[config.mk]
export PLATFORM = sky130hd
export DESIGN_NAME = sync_complete_seq
export DESIGN_NICKNAME = d
export VERILOG_FILES = /design/src/rtl/sync_complete_pkg.sv /design/src/rtl/scs_elapsed.sv /design/src/rtl/scs_barrier.sv /design/src/rtl/scs_tsync.sv /design/src/rtl/sync_complete_seq.sv
export SDC_FILE = /design/constraint.sdc
export NUM_CORES = 1
export LEC_CHECK = 0
export BUFFER_PORTS_ARGS = -buffer_cell sky130_fd_sc_hd__buf_2
export CELL_PAD_IN_SITES_DETAIL_PLACEMENT = 1
export CELL_PAD_IN_SITES_GLOBAL_PLACEMENT = 1
export CORE_AREA = 3 3 40 42
export CTS_BUF_LIST = sky130_fd_sc_hd__clkbuf_2 sky130_fd_sc_hd__clkbuf_4 sky130_fd_sc_hd__clkbuf_8
export DETAILED_ROUTE_END_ITERATION = 6
export DIE_AREA = 0 0 43 45
export PLACE_DENSITY_LB_ADDON = 0.1
export SYNTH_ARGS = -nofsm -noshare
export SYNTH_HDL_FRONTEND = slang
export SYNTH_HIERARCHICAL = 1
export SYNTH_SLANG_ARGS = --single-unit
[constraint.sdc]
create_clock -name clk -period 1.95 [get_ports clk]
set_clock_uncertainty 0.15 [all_clocks]
set_input_delay 0.39 -clock clk [delete_from_list [all_inputs] [get_ports clk]]
set_output_delay 0.39 -clock clk [all_outputs]
set_load 0.005 [all_outputs]
[src/rtl/sync_complete_pkg.sv]
// Shared types for the synchronizing-instruction completion sequencer.
// Assumes: nothing beyond standard SystemVerilog enum support.
package sync_complete_pkg;

    // Barrier progress states, in the order a barrier walks them.
    typedef enum logic [2:0] {
        BAR_IDLE  = 3'd0,
        BAR_DRAIN = 3'd1,
        BAR_BCAST = 3'd2,
        BAR_HOLD  = 3'd3,
        BAR_DONE  = 3'd4
    } bar_state_t;

    // Kind of synchronizing instruction presented at dispatch.
    typedef enum logic {
        KIND_BARRIER = 1'b0,
        KIND_TSYNC   = 1'b1
    } sync_kind_t;

endpackage

[src/rtl/scs_elapsed.sv]
// Counts cycles since a barrier was accepted, saturating at MIN_LAT.
// Reports when the minimum barrier latency has been reached.
// Assumes: start pulses for one cycle at acceptance; MIN_LAT >= 2.
module scs_elapsed #(
    parameter int unsigned MIN_LAT = 3
) (
    input  logic clk,
    input  logic rst_n,
    input  logic start,
    output logic reached
);
    localparam int unsigned LAT_W = $clog2(MIN_LAT + 1);
    localparam logic [LAT_W-1:0] LAT_MAX = LAT_W'(MIN_LAT);
    localparam logic [LAT_W-1:0] LAT_ONE = LAT_W'(1);

    logic [LAT_W-1:0] count_q;

    // Load one on acceptance, then count up until the floor is met.
    always_ff @(posedge clk) begin
        if (!rst_n) begin
            count_q <= '0;
        end else if (start) begin
            count_q <= LAT_ONE;
        end else if (count_q != '0 && count_q < LAT_MAX) begin
            count_q <= count_q + LAT_ONE;
        end
    end

    // Floor reached once the count equals the minimum latency.
    always_comb begin
        reached = (count_q >= LAT_MAX);
    end
endmodule

[src/rtl/scs_barrier.sv]
// Barrier sequencing FSM: drain stores, optionally broadcast with retry,
// respect the latency floor, then flag the barrier finished for one cycle.
// Assumes: start only arrives while idle; bcast_ok is only meaningful with bcast_done.
module scs_barrier #(
    parameter int unsigned CNT_W = 6
) (
    input  logic             clk,
    input  logic             rst_n,
    input  logic             start,
    input  logic [CNT_W-1:0] st_pend,
    input  logic             bcast_en,
    input  logic             bcast_done,
    input  logic             bcast_ok,
    input  logic             lat_reached,
    output logic             busy,
    output logic             finished,
    output logic             bcast_req
);
    import sync_complete_pkg::*;

    bar_state_t state_q, state_d;
    logic       drained;
    logic       bcast_success;

    // Qualify the drain and broadcast outcomes.
    always_comb begin
        drained       = (st_pend == '0);
        bcast_success = bcast_done & bcast_ok;
    end

    // Next-state selection for the barrier walk.
    always_comb begin
        state_d = state_q;
        unique case (state_q)
            BAR_IDLE:  if (start)         state_d = BAR_DRAIN;
            BAR_DRAIN: if (drained)       state_d = bcast_en ? BAR_BCAST : BAR_HOLD;
            BAR_BCAST: if (bcast_success) state_d = BAR_HOLD;
            BAR_HOLD:  if (lat_reached)   state_d = BAR_DONE;
            BAR_DONE:                     state_d = BAR_IDLE;
            default:                      state_d = BAR_IDLE;
        endcase
    end

    // State register with synchronous reset to idle.
    always_ff @(posedge clk) begin
        if (!rst_n) begin
            state_q <= BAR_IDLE;
        end else begin
            state_q <= state_d;
        end
    end

    // Decode outputs from the current state.
    always_comb begin
        busy      = (state_q != BAR_IDLE);
        bcast_req = (state_q == BAR_BCAST);
        finished  = (state_q == BAR_DONE);
    end
endmodule

[src/rtl/scs_tsync.sv]
// Holds an invalidate-synchronize between dispatch and retirement and
// gates its retirement on the external synchronize line.
// Assumes: start only arrives while the sequencer is idle.
module scs_tsync (
    input  logic clk,
    input  logic rst_n,
    input  logic start,
    input  logic retire_head,
    input  logic ext_sync,
    output logic pending,
    output logic retire_ready
);
    // Retirement allowed only for a held instruction with the line high.
    always_comb begin
        retire_ready = pending & retire_head & ext_sync;
    end

    // Set on dispatch, clear when retirement is granted.
    always_ff @(posedge clk) begin
        if (!rst_n) begin
            pending <= 1'b0;
        end else if (start) begin
            pending <= 1'b1;
        end else if (retire_ready) begin
            pending <= 1'b0;
        end
    end
endmodule

[src/rtl/sync_complete_seq.sv]
// Top of the synchronizing-instruction completion sequencer. Accepts one
// synchronizing instruction at a time, steers it to the barrier FSM or the
// invalidate-synchronize holder, and merges their finish and busy signals.
// Assumes: the dispatcher honours busy; a dispatch while busy is dropped.
module sync_complete_seq #(
    parameter int unsigned CNT_W   = 6,
    parameter int unsigned MIN_LAT = 3
) (
    input  logic             clk,
    input  logic             rst_n,
    input  logic             disp_vld,
    input  logic             disp_kind,
    input  logic [CNT_W-1:0] st_pend,
    input  logic             bcast_en,
    input  logic             bcast_done,
    input  logic             bcast_ok,
    input  logic             retire_head,
    input  logic             ext_sync,
    output logic             busy,
    output logic             finished,
    output logic             bcast_req,
    output logic             retire_ready
);
    import sync_complete_pkg::*;

    logic accept;
    logic bar_start;
    logic ts_start;
    logic bar_busy;
    logic bar_finished;
    logic ts_pending;
    logic lat_reached;

    // Accept a dispatch only when nothing is in progress, then split by kind.
    always_comb begin
        accept    = disp_vld & ~busy;
        bar_start = accept & (sync_kind_t'(disp_kind) == KIND_BARRIER);
        ts_start  = accept & (sync_kind_t'(disp_kind) == KIND_TSYNC);
    end

    // Merge status: invalidate-synchronize finishes at dispatch.
    always_comb begin
        busy     = bar_busy | ts_pending;
        finished = bar_finished | ts_start;
    end

    scs_elapsed #(
        .MIN_LAT (MIN_LAT)
    ) u_elapsed (
        .clk     (clk),
        .rst_n   (rst_n),
        .start   (bar_start),
        .reached (lat_reached)
    );

    scs_barrier #(
        .CNT_W (CNT_W)
    ) u_barrier (
        .clk         (clk),
        .rst_n       (rst_n),
        .start       (bar_start),
        .st_pend     (st_pend),
        .bcast_en    (bcast_en),
        .bcast_done  (bcast_done),
        .bcast_ok    (bcast_ok),
        .lat_reached (lat_reached),
        .busy        (bar_busy),
        .finished    (bar_finished),
        .bcast_req   (bcast_req)
    );

    scs_tsync u_tsync (
        .clk          (clk),
        .rst_n        (rst_n),
        .start        (ts_start),
        .retire_head  (retire_head),
        .ext_sync     (ext_sync),
        .pending      (ts_pending),
        .retire_ready (retire_ready)
    );
endmodule

==> results.sh <==
export IMPL_status="complete, no violations"
export IMPL_switching_power_w=0.000121
export IMPL_grt_antenna_before_repair=0
export IMPL_clkPwrFrac_pct=27.9
export IMPL_initial_core_util_pct=28.4
export IMPL_tritoncts="done"
export IMPL_synth_top_family_by_area="simple AND/OR/NAND/NOR gates"
export IMPL_seqPwrFrac_pct=39.1
export IMPL_clk_latency_ns=0.24
export IMPL_grt_pass1_vias=377
export IMPL_die_x_um=43
export IMPL_maxCapViolCount=0
export IMPL_power_internal_w=0.000288
export IMPL_ys_types=24
export IMPL_num_io_pins=19
export IMPL_post_route_period_util_pct=92.8
export IMPL_dp_slack_ns=0.231
export IMPL_synthXorXnorAreaFrac_pct=2.40
export IMPL_slew_viol_final=0
export IMPL_clockBufferDepth=2
export IMPL_synthAdderAreaFrac_pct=3.42
export IMPL_post_drt_wl_per_cell_um=11.5
export IMPL_clockRootBuffer="clkbuf_4"
export IMPL_slowest_delay_ns=0.42
export IMPL_tightest_slew_ns=0.392
export IMPL_crit_arrival_ns=1.27
export IMPL_h_tree_depth=1
export IMPL_start_kind="flip-flop"
export IMPL_via_count=386
export IMPL_ys_ff_latch=6
export IMPL_core_area_mm2=0.00128
export IMPL_fmax_mhz=552
export IMPL_grt_max_degree=10
export IMPL_ant_nets=0
export IMPL_hold_viol=0
export IMPL_finalSetupViolations=0
export IMPL_yosys_warnings=6
export IMPL_die_h_um=45
export IMPL_synth_area_per_cell_um2=8.50
export IMPL_required_ns=1.41
export IMPL_grt_pass1_wl_um=1550
export IMPL_dp_hpwl_um=774
export IMPL_synth_compound_area_share_pct=18.8
export IMPL_swShare_pct=29.6
export IMPL_syn2layout_area_growth_pct=37.7
export IMPL_cts_buffers=3
export IMPL_holdWs_ns=0.281
export IMPL_synth_nets=59
export IMPL_critPathSlowestCell="dfxtp_1"
export IMPL_num_nets_final=83
export IMPL_drt_initial_drc_count=1
export IMPL_placed_area_um2=478
export IMPL_path_cells="nor2_1 > nand2_1 > nor2_2 > a31o_2 > buf_2"
export IMPL_path_max_fanout=7
export IMPL_critPathKind="flip-flop to primary output"
export IMPL_gp_congestion=0.792
export IMPL_track_usage_pct=10.7
export IMPL_viasPerCell=4.83
export IMPL_synth_area_mux_share_pct=2.74
export IMPL_finalInstanceArea_um2=503
export IMPL_antenna_cells=0
export IMPL_p_leak_nw=0.262
export IMPL_power_density_mw_per_mm2=814
export IMPL_min_path_type="input pin to flip-flop"
export IMPL_layout_setup_ws_ns=0.140
export IMPL_cp_end_kind="primary output"
export IMPL_dr_pass1_iters=4
export IMPL_clk_pin_slew_ns=0.05
export IMPL_synth_cells=43
export IMPL_cts_sinks=6
export IMPL_setup_tns_ns=0
export IMPL_port_buffers=18
export IMPL_synthesis_area_um2=365
export IMPL_die_area_mm2=0.00194
export IMPL_drive_gt1_share_pct=44.6
export IMPL_yosys_area_share_simple_pct=34.6
export IMPL_rows=13
export IMPL_rsz0062_at_grt="no"
export IMPL_synth_seq_area_share_pct=32.9
export IMPL_slew_headroom_pct=73.5
export IMPL_totalWireLength_um=918
export IMPL_ir_drop_mv=0.357
export IMPL_overflow=0
export IMPL_drc=0
export IMPL_post_route_min_period_ns=1.81
export IMPL_final_core_util_pct=39.1
export IMPL_combinationalPowerShare_pct=33.0
## layer usage
| metal | vias up | wire [um] | GRT usage [%] |
|---|---|---|---|
| met3 | 2 | 98 | 1.59 |
| met4 | 0 | 21 | 7.23 |
| met2 | 18 | 389 | 14.1 |
| li1 | 199 | - | - |
| met1 | 167 | 408 | 15.7 |
| met5 | - | 0 | 0 |
## critical path, delay by kind of cell (launching register included)
family / cells / cell delay (ns)
simple gates: 3 / 0.26
buf+inv: 1 / 0.12
flops: 1 / 0.42
compound gates: 1 / 0.23
## path summary, 6_finish.rpt
check / start / endpoint / slack (ns) / cells past startpoint
setup / recovery: u_barrier/state_q[1]$_SDFFE_PN0P_ / finished / 0.14 / 5
hold / removal: rst_n / u_tsync/pending$_SDFFE_PN0P_ / 0.28 / 2
setup reg to reg: u_barrier/state_q[1]$_SDFFE_PN0P_ / u_barrier/state_q[0]$_SDFFE_PN0P_ / 0.23 / 6
hold reg to reg: u_elapsed/count_q[1]$_SDFFE_PP0P_ / u_elapsed/count_q[1]$_SDFFE_PP0P_ / 0.35 / 2
## registers in the layout, indices dropped and copies added, names as in the netlist
name               flops
u_barrier/state_q      3
u_elapsed/count_q      2
u_tsync/pending        1
## repair_timing
action,CTS,global route
buffers inserted,0,0
hold buffers,0,0
endpoints found under the setup margin,0,1
gates resized for setup,0,1
## cells by family after synthesis
family / after synthesis
adder cells (fa/ha/maj): 1
multiplexers: 1
flip-flops: 6
AO/OA/AOI/OAI: 8
XOR/XNOR: 1
buffers and inverters: 3
AND/OR/NAND/NOR: 23
## power by group through the flow
stage                     Clock (W)  Sequential (W)  Combinational, W
after global routing       0.000125        0.000163          0.000153
final                      0.000114        0.000160          0.000135
after CTS                  0.000125        0.000160          0.000137
after detailed placement          0        0.000163          0.000137
after global placement            0        0.000163          0.000134
after floorplan                   0        0.000160         0.0000980
## cell usage after synthesis
cell | number | area [um^2]
dfxtp_1 | 6 | 120
nor2_1 | 6 | 22.5
nand2_1 | 5 | 18.8
and3_1 | 2 | 12.5
inv_1 | 2 | 7.51
nand3_1 | 2 | 10.0
nor3b_1 | 2 | 15.0
o21a_1 | 2 | 15.0
a21boi_1 | 1 | 7.51
a31o_2 | 1 | 8.76
and3_2 | 1 | 7.51
buf_6 | 1 | 11.3
ha_1 | 1 | 12.5
mux2i_1 | 1 | 10.0
nor2b_4 | 1 | 13.8
nor3_1 | 1 | 5.00
nor4_1 | 1 | 6.26
nor4b_1 | 1 | 8.76
o2111ai_1 | 1 | 8.76
o21ai_0 | 1 | 5.00
o311a_2 | 1 | 11.3
o31ai_2 | 1 | 12.5
or2_1 | 1 | 6.26
xor2_1 | 1 | 8.76
## cell usage in the layout, fill, tap and decap left out, types with 2 or more instances in the layout
cell and count:
dfxtp_1 6, inv_1 2, o21a_1 2, nor2_1 5, nand2_1 5, nand3_1 2
nor3b_1 2, buf_2 18, clkbuf_4 3, buf_4 2, and3_1 2
## per-stage QoR
step | std cells | total power, W
floorplan | 43 | 0.000258
global placement | 77 | 0.000297
detailed placement | 77 | 0.000299
CTS | 80 | 0.000422
global route | 80 | 0.000441
finish | 80 | 0.000410
## area by class of cell
cell class | count | area [um^2]
Sequential cell | 6 | 120
Tap cell | 15 | 18.8
Timing Repair Buffer | 20 | 105
Multi-Input combinational cell | 34 | 229
Clock buffer | 3 | 22.5
Fill cell | 168 | 782
Inverter | 2 | 7.51
(Power assumes the default switching activity.)
